--- src/rtl/dct_pkg.sv ---
package dct_pkg;
   localparam int DATA_W   = 32;
   localparam int VEC_W    = 8;
   localparam int MODE_W   = 3;
   localparam int SHIFT_W  = 3;
   localparam int DIV_W    = 4;
   localparam int VEC_LSB  = 0;
   localparam int MODE_LSB = 8;
   localparam int MASK_BIT = 16;
   localparam int PER_BIT  = 17;
   localparam logic [DIV_W-1:0] DIV_KEEP = 4'hB;

   typedef enum logic [1:0] {
      A_CTRL = 2'd0,
      A_INIT = 2'd1,
      A_CURR = 2'd2,
      A_DIV  = 2'd3
   } reg_addr_e;

   typedef struct packed {
      logic              periodic;
      logic              masked;
      logic [MODE_W-1:0] mode;
      logic [VEC_W-1:0]  vec;
   } ctrl_t;

   // Non-contiguous divide code: bit3 becomes the top bit of a 3-bit field.
   function automatic logic [SHIFT_W-1:0] div_to_shift(input logic [DIV_W-1:0] code);
      logic [SHIFT_W-1:0] joined;
      joined = {code[3], code[1:0]};
      return joined + SHIFT_W'(1);
   endfunction
endpackage

--- src/rtl/dct_regs.sv ---
module dct_regs
   import dct_pkg::*;
#(
   parameter int CNT_W = 32
) (
   input  logic              clk,
   input  logic              rst_n,
   input  logic              wr_en,
   input  logic [1:0]        wr_addr,
   input  logic [DATA_W-1:0] wr_data,
   output ctrl_t             ctrl,
   output logic [DIV_W-1:0]  div_cfg,
   output logic [CNT_W-1:0]  init_val,
   output logic              load
);
   logic hit_ctrl, hit_div;

   assign load     = wr_en && (reg_addr_e'(wr_addr) == A_INIT);
   assign hit_ctrl = wr_en && (reg_addr_e'(wr_addr) == A_CTRL);
   assign hit_div  = wr_en && (reg_addr_e'(wr_addr) == A_DIV);

   always_ff @(posedge clk or negedge rst_n) begin
      if (!rst_n) begin
         ctrl     <= '{periodic: 1'b0, masked: 1'b1, mode: '0, vec: '0};
         div_cfg  <= '0;
         init_val <= '0;
      end else begin
         if (hit_ctrl) begin
            ctrl.periodic <= wr_data[PER_BIT];
            ctrl.masked   <= wr_data[MASK_BIT];
            ctrl.mode     <= wr_data[MODE_LSB +: MODE_W];
            ctrl.vec      <= wr_data[VEC_LSB +: VEC_W];
         end
         if (hit_div)
            div_cfg <= wr_data[DIV_W-1:0] & DIV_KEEP;
         if (load)
            init_val <= wr_data[CNT_W-1:0];
      end
   end

   a_r1_div_keep: assert property (@(posedge clk) disable iff (!rst_n)
      hit_div |=> div_cfg == ($past(wr_data[DIV_W-1:0]) & 4'hB));
   a_r6_ctrl_vec: assert property (@(posedge clk) disable iff (!rst_n)
      hit_ctrl |=> ctrl.vec == $past(wr_data[VEC_W-1:0]));
endmodule

--- src/rtl/dct_prescale.sv ---
module dct_prescale
   import dct_pkg::*;
#(
   parameter int SW = SHIFT_W
) (
   input  logic          clk,
   input  logic          rst_n,
   input  logic          restart,
   input  logic [SW-1:0] shift,
   output logic          tick
);
   localparam int PRE_W = (1 << SW) - 1;

   logic [PRE_W-1:0] pre_cnt;
   logic [PRE_W-1:0] lo_mask;

   initial assert (SW >= 1 && SW <= 4) else $error("dct_prescale: SW out of range");

   for (genvar g = 0; g < PRE_W; g++) begin : g_mask
      assign lo_mask[g] = (shift > SW'(g));
   end

   assign tick = ((pre_cnt & lo_mask) == lo_mask);

   always_ff @(posedge clk or negedge rst_n) begin
      if (!rst_n)       pre_cnt <= '0;
      else if (restart) pre_cnt <= '0;
      else              pre_cnt <= pre_cnt + PRE_W'(1);
   end

   a_r1_no_back_to_back: assert property (@(posedge clk) disable iff (!rst_n)
      (tick && !restart && shift != '0) |=> (!tick || shift != $past(shift)));
   a_r2_phase_reset: assert property (@(posedge clk) disable iff (!rst_n)
      (restart && shift != '0) |=> !tick || shift != $past(shift));
endmodule

--- src/rtl/dct_counter.sv ---
module dct_counter #(
   parameter int CNT_W = 32
) (
   input  logic             clk,
   input  logic             rst_n,
   input  logic             load,
   input  logic [CNT_W-1:0] load_val,
   input  logic [CNT_W-1:0] init_val,
   input  logic             tick,
   input  logic             periodic,
   output logic [CNT_W-1:0] cur,
   output logic             expire
);
   logic armed;
   logic at_zero;

   assign at_zero = (cur == '0);
   assign expire  = tick && !load && at_zero &&
                    (periodic ? (init_val != '0) : armed);

   always_ff @(posedge clk or negedge rst_n) begin
      if (!rst_n) begin
         cur   <= '0;
         armed <= 1'b0;
      end else if (load) begin
         cur   <= load_val;
         armed <= (load_val != '0);
      end else if (tick) begin
         if (!at_zero)
            cur <= cur - CNT_W'(1);
         else if (periodic)
            cur <= init_val;
         else
            armed <= 1'b0;
      end
   end

   a_r2_load: assert property (@(posedge clk) disable iff (!rst_n)
      load |=> cur == $past(load_val));
   a_r3_step: assert property (@(posedge clk) disable iff (!rst_n)
      (tick && !load && cur != '0) |=> cur == $past(cur) - CNT_W'(1));
   a_r3_hold_zero: assert property (@(posedge clk) disable iff (!rst_n)
      (!periodic && cur == '0 && !load) |=> cur == '0);
   a_r4_wrap: assert property (@(posedge clk) disable iff (!rst_n)
      (tick && !load && periodic && cur == '0) |=> cur == $past(init_val));
   a_r5_zero_period: assert property (@(posedge clk) disable iff (!rst_n)
      (periodic && init_val == '0 && !load) |=> cur == '0);
endmodule

--- src/rtl/dct_timer.sv ---
module dct_timer
   import dct_pkg::*;
#(
   parameter int CNT_W = 32
) (
   input  logic              clk,
   input  logic              rst_n,
   input  logic              wr_en,
   input  logic [1:0]        wr_addr,
   input  logic [31:0]       wr_data,
   input  logic [1:0]        rd_addr,
   output logic [31:0]       rd_data,
   output logic              fire,
   output logic [7:0]        fire_vec,
   output logic [2:0]        fire_mode
);
   ctrl_t              ctrl;
   logic [DIV_W-1:0]   div_cfg;
   logic [CNT_W-1:0]   init_val;
   logic [CNT_W-1:0]   cur;
   logic               load, tick, expire;
   logic [SHIFT_W-1:0] shift;
   logic [31:0]        ctrl_word;

   initial assert (CNT_W >= 2 && CNT_W <= DATA_W) else $error("dct_timer: CNT_W out of range");

   dct_regs #(.CNT_W(CNT_W)) u_regs (
      .clk(clk), .rst_n(rst_n), .wr_en(wr_en), .wr_addr(wr_addr), .wr_data(wr_data),
      .ctrl(ctrl), .div_cfg(div_cfg), .init_val(init_val), .load(load));

   assign shift = div_to_shift(div_cfg);

   dct_prescale #(.SW(SHIFT_W)) u_pre (
      .clk(clk), .rst_n(rst_n), .restart(load), .shift(shift), .tick(tick));

   dct_counter #(.CNT_W(CNT_W)) u_cnt (
      .clk(clk), .rst_n(rst_n), .load(load), .load_val(wr_data[CNT_W-1:0]),
      .init_val(init_val), .tick(tick), .periodic(ctrl.periodic),
      .cur(cur), .expire(expire));

   always_ff @(posedge clk or negedge rst_n) begin
      if (!rst_n) begin
         fire      <= 1'b0;
         fire_vec  <= '0;
         fire_mode <= '0;
      end else begin
         fire <= expire && !ctrl.masked;
         if (expire) begin
            fire_vec  <= ctrl.vec;
            fire_mode <= ctrl.mode;
         end
      end
   end

   always_comb begin
      ctrl_word = '0;
      ctrl_word[PER_BIT]                = ctrl.periodic;
      ctrl_word[MASK_BIT]               = ctrl.masked;
      ctrl_word[MODE_LSB +: MODE_W]     = ctrl.mode;
      ctrl_word[VEC_LSB +: VEC_W]       = ctrl.vec;
   end

   always_comb begin
      case (reg_addr_e'(rd_addr))
         A_CTRL:  rd_data = ctrl_word;
         A_INIT:  rd_data = 32'(init_val);
         A_CURR:  rd_data = 32'(cur);
         A_DIV:   rd_data = 32'(div_cfg);
         default: rd_data = '0;
      endcase
   end

   a_r8_masked_silent: assert property (@(posedge clk) disable iff (!rst_n)
      (expire && ctrl.masked) |=> !fire);
   a_r9_one_clock: assert property (@(posedge clk) disable iff (!rst_n)
      fire |=> !fire);
   a_r10_curr_write_ignored: assert property (@(posedge clk) disable iff (!rst_n)
      (wr_en && wr_addr == 2'd2 && !tick) |=> cur == $past(cur));
endmodule

--- config.mk ---
export PLATFORM = sky130hd
export DESIGN_NAME = dct_timer
export DESIGN_NICKNAME = d
export VERILOG_FILES = /design/src/rtl/dct_pkg.sv /design/src/rtl/dct_regs.sv /design/src/rtl/dct_prescale.sv /design/src/rtl/dct_counter.sv /design/src/rtl/dct_timer.sv
export SDC_FILE = /design/constraint.sdc
export NUM_CORES = 1
export LEC_CHECK = 0
export BUFFER_PORTS_ARGS = -buffer_cell sky130_fd_sc_hd__buf_4
export CORE_MARGIN = 2
export CORE_UTILIZATION = 45
export DETAILED_ROUTE_END_ITERATION = 10
export PLACE_DENSITY = 0.63
export SYNTH_ARGS = -nofsm -noshare
export SYNTH_HDL_FRONTEND = slang
export SYNTH_SLANG_ARGS = --single-unit
--- constraint.sdc ---
create_clock -name clk -period 5.76 [get_ports clk]
set_input_delay 0.576 -clock clk [delete_from_list [all_inputs] [get_ports clk]]
set_output_delay 0.576 -clock clk [all_outputs]
set_load 0.02 [all_outputs]
=== After elaboration in Yosys (flattened, before gate mapping) ===
Cells that the tools add are included.

* Flip-flop bits (word level): 100
* Logic and storage cells: 60

* Add/sub/neg operators: 3
* Eq/ne operators: 8
* Magnitude comparators: 7
* Reduce and logical (&&, ||, !) cells: 18
* Multiplexer cells: 11
* Bitwise operators: 1

{| class="wikitable"
|+ Operators by type and width
! cell !! count
|-
| $mux W32 || 4
|-
| $pmux W32 S4 || 1
|-
| $reduce_bool A32 Y1 || 2
|-
| $logic_not A32 Y1 || 1
|-
| $sub A32 B1 Y32 const B || 1
|-
| $gt A3 B3 Y1 const B || 3
|-
| $add A7 B1 Y7 const B || 1
|-
| $and A7 B7 Y7 || 1
|-
| $eq A7 B7 Y1 || 1
|-
| $logic_and A1 B1 Y1 || 7
|-
| $mux W7 || 1
|-
| $eq A2 B2 Y1 const B || 3
|-
| $gt A3 B1 Y1 const B || 2
|-
| $gt A3 B2 Y1 const B || 2
|-
| $mux W1 || 5
|-
| $eq A2 B1 Y1 const B || 2
|-
| $logic_not A2 Y1 || 2
|-
| $reduce_bool A2 Y1 || 2
|-
| $add A3 B1 Y3 const B || 1
|-
| $ne A3 B2 Y1 const B || 1
|-
| $reduce_and A3 Y1 || 1
|-
| $logic_not A1 Y1 || 2
|-
| $ne A2 B1 Y1 const B || 1
|-
| $reduce_and A2 Y1 || 1
|}

=== Logic depth before layout (Yosys ltp) ===
* Depth after elaboration: 8
* Depth in mapped cells: 11
* Gate-level depth less buffers: 9

=== Modules after synthesis ===
A second synthesis with hierarchy kept.

* Cells, all modules: 558
* Area total of the unflattened synthesis: 6042.0 um^2

{| class="wikitable"
|+ Modules (own cells, without submodules)
! module !! times used !! cells each !! area an instance (um^2)
|-
| dct_counter || 1 || 334 || 2733.9
|-
| dct_regs || 1 || 106 || 1955.6
|-
| dct_timer || 1 || 80 || 999.7
|-
| dct_prescale || 1 || 38 || 352.8
|}

=== Least setup slack after synthesis ===
No wires, ideal clock.

* Path kind: reg2reg
* Start: register u_cnt.cur[18]
* End: register u_cnt.cur[16]
* Stages on the path, launching flop included: 11
* Library setup time: 0.122 ns
* Setup slack: 3.157 ns
* Arrival time: 2.480 ns
* Path buffers: 3
* Cell sequence: dfrtp_1 -> or3_4 -> or4_4 -> buf_6 -> or4_4 -> buf_6 -> nor2_8 -> nor2_2 -> buf_6 -> o221ai_1 -> nand2_1

* Longest elaborated chain between the ends: 4
* Elaborated cells between the ends (all ways): 6

{| class="wikitable"
|+ RTL lines
! item !! RTL line !! RTL
|-
| from (decl) || dct_counter.sv:11 || <nowiki>output logic [CNT_W-1:0] cur,</nowiki>
|-
| from (signal assigned) || dct_counter.sv:26 || <nowiki>cur <= load_val;</nowiki>
|-
| from (signal assigned) || dct_counter.sv:30 || <nowiki>cur <= cur - CNT_W'(1);</nowiki>
|-
| from (signal assigned) || dct_counter.sv:32 || <nowiki>cur <= init_val;</nowiki>
|-
| $logic_not A32 Y1 (*) || dct_counter.sv:17 || <nowiki>assign at_zero = (cur == '0);</nowiki>
|-
| $mux W32 || dct_counter.sv:29 || <nowiki>if (!at_zero)</nowiki>
|-
| $mux W32 || dct_counter.sv:28 || <nowiki>end else if (tick) begin</nowiki>
|-
| $mux W32 || dct_counter.sv:25 || <nowiki>end else if (load) begin</nowiki>
|}

Every way passes the cells marked *; elsewhere a longest branch is shown, timed or not. The select of a mux whose other input is x is not followed.
A chain may end at the register's enable or synchronous reset.

=== Final worst setup path ===
* Start: register u_regs.div_cfg[0]
* End: register fire_mode[2]

* Longest elaborated chain between the ends: 7
* Elaborated cells between the ends (all ways): 13

{| class="wikitable"
|+ RTL lines
! item !! RTL line !! RTL
|-
| from (decl) || dct_regs.sv:12 || <nowiki>output logic [DIV_W-1:0] div_cfg,</nowiki>
|-
| from (signal assigned) || dct_regs.sv:35 || <nowiki>div_cfg <= wr_data[DIV_W-1:0] & DIV_KEEP;</nowiki>
|-
| $add A3 B1 Y3 (*) || dct_pkg.sv:31 || <nowiki>return joined + SHIFT_W'(1);</nowiki>
|-
| $gt A3 B1 Y1 (tied with other cells) || dct_prescale.sv:20 || <nowiki>assign lo_mask[g] = (shift > SW'(g));</nowiki>
|-
| $and A7 B7 Y7 || dct_prescale.sv:23 || <nowiki>assign tick = ((pre_cnt & lo_mask) == lo_mask);</nowiki>
|-
| $eq A7 B7 Y1 (*) || dct_prescale.sv:23 ||
|-
| $logic_and A1 B1 Y1 (*) (3 in a row) || dct_counter.sv:18 || <nowiki>assign expire = tick && !load && at_zero &&</nowiki>
|-
| to (signal assigned) || dct_timer.sv:50 || <nowiki>fire_mode <= ctrl.mode;</nowiki>
|-
| to (decl) || dct_timer.sv:15 || <nowiki>output logic [2:0] fire_mode</nowiki>
|}

Every way passes the cells marked *; elsewhere a longest branch is shown, timed or not.

==> results.yml <==
run_status:
  status: "finished, final reports clean"
setup_path:
  cp_slowest_cell: "nand3_1"
  slowest_delay_ns: 0.57
  r2r-start: "u_regs.div_cfg[0]$_DFFE_PN0P_"
  r2r.worst_path.cells: 10
  crit_required_ns: 6.00
  crit_path_end_kind: "flip-flop"
  r2r-end: "fire_mode[2]$_DFFE_PN0P_"
  path_cells: "ha_1 > ha_1 > inv_1 > a21oi_1 > o21ai_0 > nand3_1 > buf_4 > nor2_1 > nand3_1 > mux2_1"
  crit_path_max_fanout: 21
  critPathLaunchType: "flip-flop"
  arrival_ns: 3.47
  worstSetupPathType: "reg2reg"
  reg2reg_slack_ns: 2.53
  cp-startpoint: "u_regs.div_cfg[0]$_DFFE_PN0P_"
  crit_end: "fire_mode[2]$_DFFE_PN0P_"
run:
  cap_violations: 0
synth:
  syn_inst: 646
  synth-edff-count: 0
  ys.flop_type: "dfrtp_1"
  ys_seq_area_share_pct: 43.3
  yosysUniqueCellTypes: 62
  synth_area_leaders: "dfrtp_1 43%, nand2_1 9.2%, mux2_2 5.1%, o21ai_0 4.5%, a22o_1 3.2%"
  yosysWarnings: 0
  syn_area_per_cell_um2: 8.95
  post_synth_instance_area_um2: 5780
  synth_top_area_share_pct: 42.8
  ys_ff_latch: 100
  synth_top_area_cell: "dfrtp_1"
  synth_nets: 693
  synth_async_sr_flop_share_pct: 100
detailed_routing:
  highest_layer: "met4"
  met1_length_um: 8100
  drtIter0Drc: 429
  drc: 0
  drtAntennaViolNets: 0
  wirelength_um: 18300
  wl_per_cell_um: 20.6
  drt_first_pass_iters: 5
  vias: 5387
  viasPerCell: 6.07
  dr_wl_met2_um: 8090
  dr_wl_met3_um: 1400
power_and_ir_drop:
  switching_share_pct: 37.7
  internal_power_uw: 1560
  peakVddDrop_mv: 0.276
  p_comb_share_pct: 30.1
  p_clk_share_pct: 26.2
  fin_total_pwr_uw: 2500
  p_per_area_nw_per_um2: 365
  seqPwrFrac_pct: 43.7
  p_leak_uw: 0.00305
  p_sw_uw: 941
clocking:
  numCtsBuffers: 9
  post_cts_buffers: 0
  cts_resized: 0
  postCtsHoldBufs: 0
  clkSlewWorstSetupHoldPaths_ns: 0.08
  cts-htree-levels: 3
  clock_sinks: 100
  clockBufferDepth: 2
  cts_tree: "yes"
  clock_latency_ns: 0.36
  cts_root_buf: "clkbuf_16"
timing:
  rsz0062_at_grt: "no"
  fmax_mhz: 309
  finalCritPeriodShare_pct: 56.1
  worst_pin_slew_ns: 1.24
  hold_slack_ns: 0.219
  final.setup_skew_ns: 0.0117
  max_slew_margin_pct: 17.1
  drv_slew: 0
  hold_violations: 0
  final.min_clock_period_ns: 3.23
  final.setup.tns_ns: 0
  setup_viol: 0
die:
  die_w_um: 117
  rows: 41
  fp.dieArea_um2: 13800
  die_h_um: 117
  start_util_pct: 46.0
  pin_count: 83
  core_um2: 12600
finish:
  syn_to_final_growth_pct: 18.3
  layout-drive-gt1-share_pct: 21.4
  nets: 757
  final_cell_mix: "142 x nand2_1, 99 x dfrtp_1, 92 x buf_4"
  layout_commonest_cell: "nand2_1"
  diodes: 0
global_route:
  grt-ovfl-total: 0
  grt_pass1_wl_um: 29700
  antenna_found_initial: 0
  grt_max_degree: 59
  first_global_vias: 5200
  grtUsageTotal_pct: 27.5
place:
  hpwl_um: 13000
  io_buffers: 82
  place_congestion: 0.943
hold_path:
  hold_class: "in2async"
## worst max-delay path: cells and delay by family, from the launching register on
family          cells  cell delay [ns]
simple gates        3             1.04
fa+ha+maj           2             0.52
mux                 1             0.51
flops               1             0.46
buf+inv             2             0.31
compound gates      2             0.27
## worst min path at each step
| stage | end | cells past startpoint | slack, ns | from |
|---|---|---|---|---|
| CTS | u_regs.init_val[23]$_DFFE_PN0P_ | 1 | 0.23 | rst_n |
| detailed placement | fire_vec[2]$_DFFE_PN0P_ | 1 | 0.49 | fire_vec[2]$_DFFE_PN0P_ |
| finish | u_cnt.cur[30]$_DFFE_PN0P_ | 1 | 0.22 | rst_n |
| floorplan | fire$_DFF_PN0_ | 0 | 0.28 | rst_n |
| global route | u_cnt.cur[31]$_DFFE_PN0P_ | 1 | 0.26 | rst_n |
| global placement | fire_mode[2]$_DFFE_PN0P_ | 1 | 0.48 | fire_mode[2]$_DFFE_PN0P_ |
## power by group through the flow
stage	Clock [µW]	Combinational (µW)	Sequential, µW
5_1_grt	690	837	1110
2_1_floorplan	0	534	1010
3_3_place_gp	0	735	1090
4_1_cts	669	751	1080
3_5_place_dp	0	747	1090
6_report	655	752	1090
## routing by layer
metal	vias to the layer above	global-route usage [%]
met3	47	6.86
li1	2460	-
met2	255	41.1
met4	0	10.8
met1	2625	38.4
met5	-	0
## state kept, by name, summed over array words and instances (netlist names)
register	count
u_cnt.armed	1
fire	1
fire_vec	8
u_cnt.cur	32
fire_mode	3
u_regs.div_cfg	3
u_regs.init_val	32
u_pre.pre_cnt	7
u_regs.ctrl	13
## logic make-up (layout without fill, tap and decap cells)
| family | count (synthesis) | count (layout) | share of synthesized area (%) |
|---|---|---|---|
| and+or+nand+nor | 281 | 281 | 23.4 |
| AOI/OAI and AO/OA | 149 | 149 | 16.4 |
| DFF | 100 | 100 | 43.3 |
| muxes | 47 | 47 | 9.39 |
| buffers and inverters | 47 | 116 | 3.66 |
| xor gates and xnor gates | 14 | 14 | 2.12 |
| adders and majority gates | 8 | 8 | 1.73 |
## cell usage after synthesis, types with 3 or more instances
master / count
nor2_1: 37
mux2i_1: 16
nand4_1: 6
buf_1: 3
and3_1: 4
or4_1: 4
o311ai_0: 3
o21ai_0: 52
xnor2_1: 7
nor3_1: 11
nor4_1: 22
or3_1: 5
inv_1: 8
mux2_2: 26
nand3_1: 25
or4_4: 3
dfrtp_1: 99
clkbuf_1: 25
o211ai_1: 3
o31ai_1: 6
a21oi_1: 27
xor2_1: 7
mux4_2: 3
o221ai_1: 4
buf_6: 3
a22o_1: 21
o21ai_1: 6
nand3b_1: 3
a31oi_1: 5
a2bb2oi_1: 3
nand2_1: 142
and2_1: 3
ha_1: 8
nor2b_1: 3
a22oi_1: 3
buf_2: 7
## stage by stage
step                      util, %  instance area [µm²]  setup WS, ns  cells
final                        54.4                 6840          2.53    887
after global routing         54.4                 6840          2.24    887
after CTS                    54.4                 6840          2.57    887
after detailed placement     51.9                 6520          2.56    871
after global placement       51.9                 6520          2.71    871
after floorplan                 -                 5780          3.16    646
## cell type report
type | instances | area [µm²]
fill | 1165 | 5730
tap | 172 | 215
timing repair buffer | 92 | 691
clock buffer | 11 | 253
multi-input combinational | 499 | 3080
sequential | 100 | 2500
clock inverter | 5 | 63.8
inverter | 8 | 30.0
No activity file was read; power rests on OpenSTA's default activity.
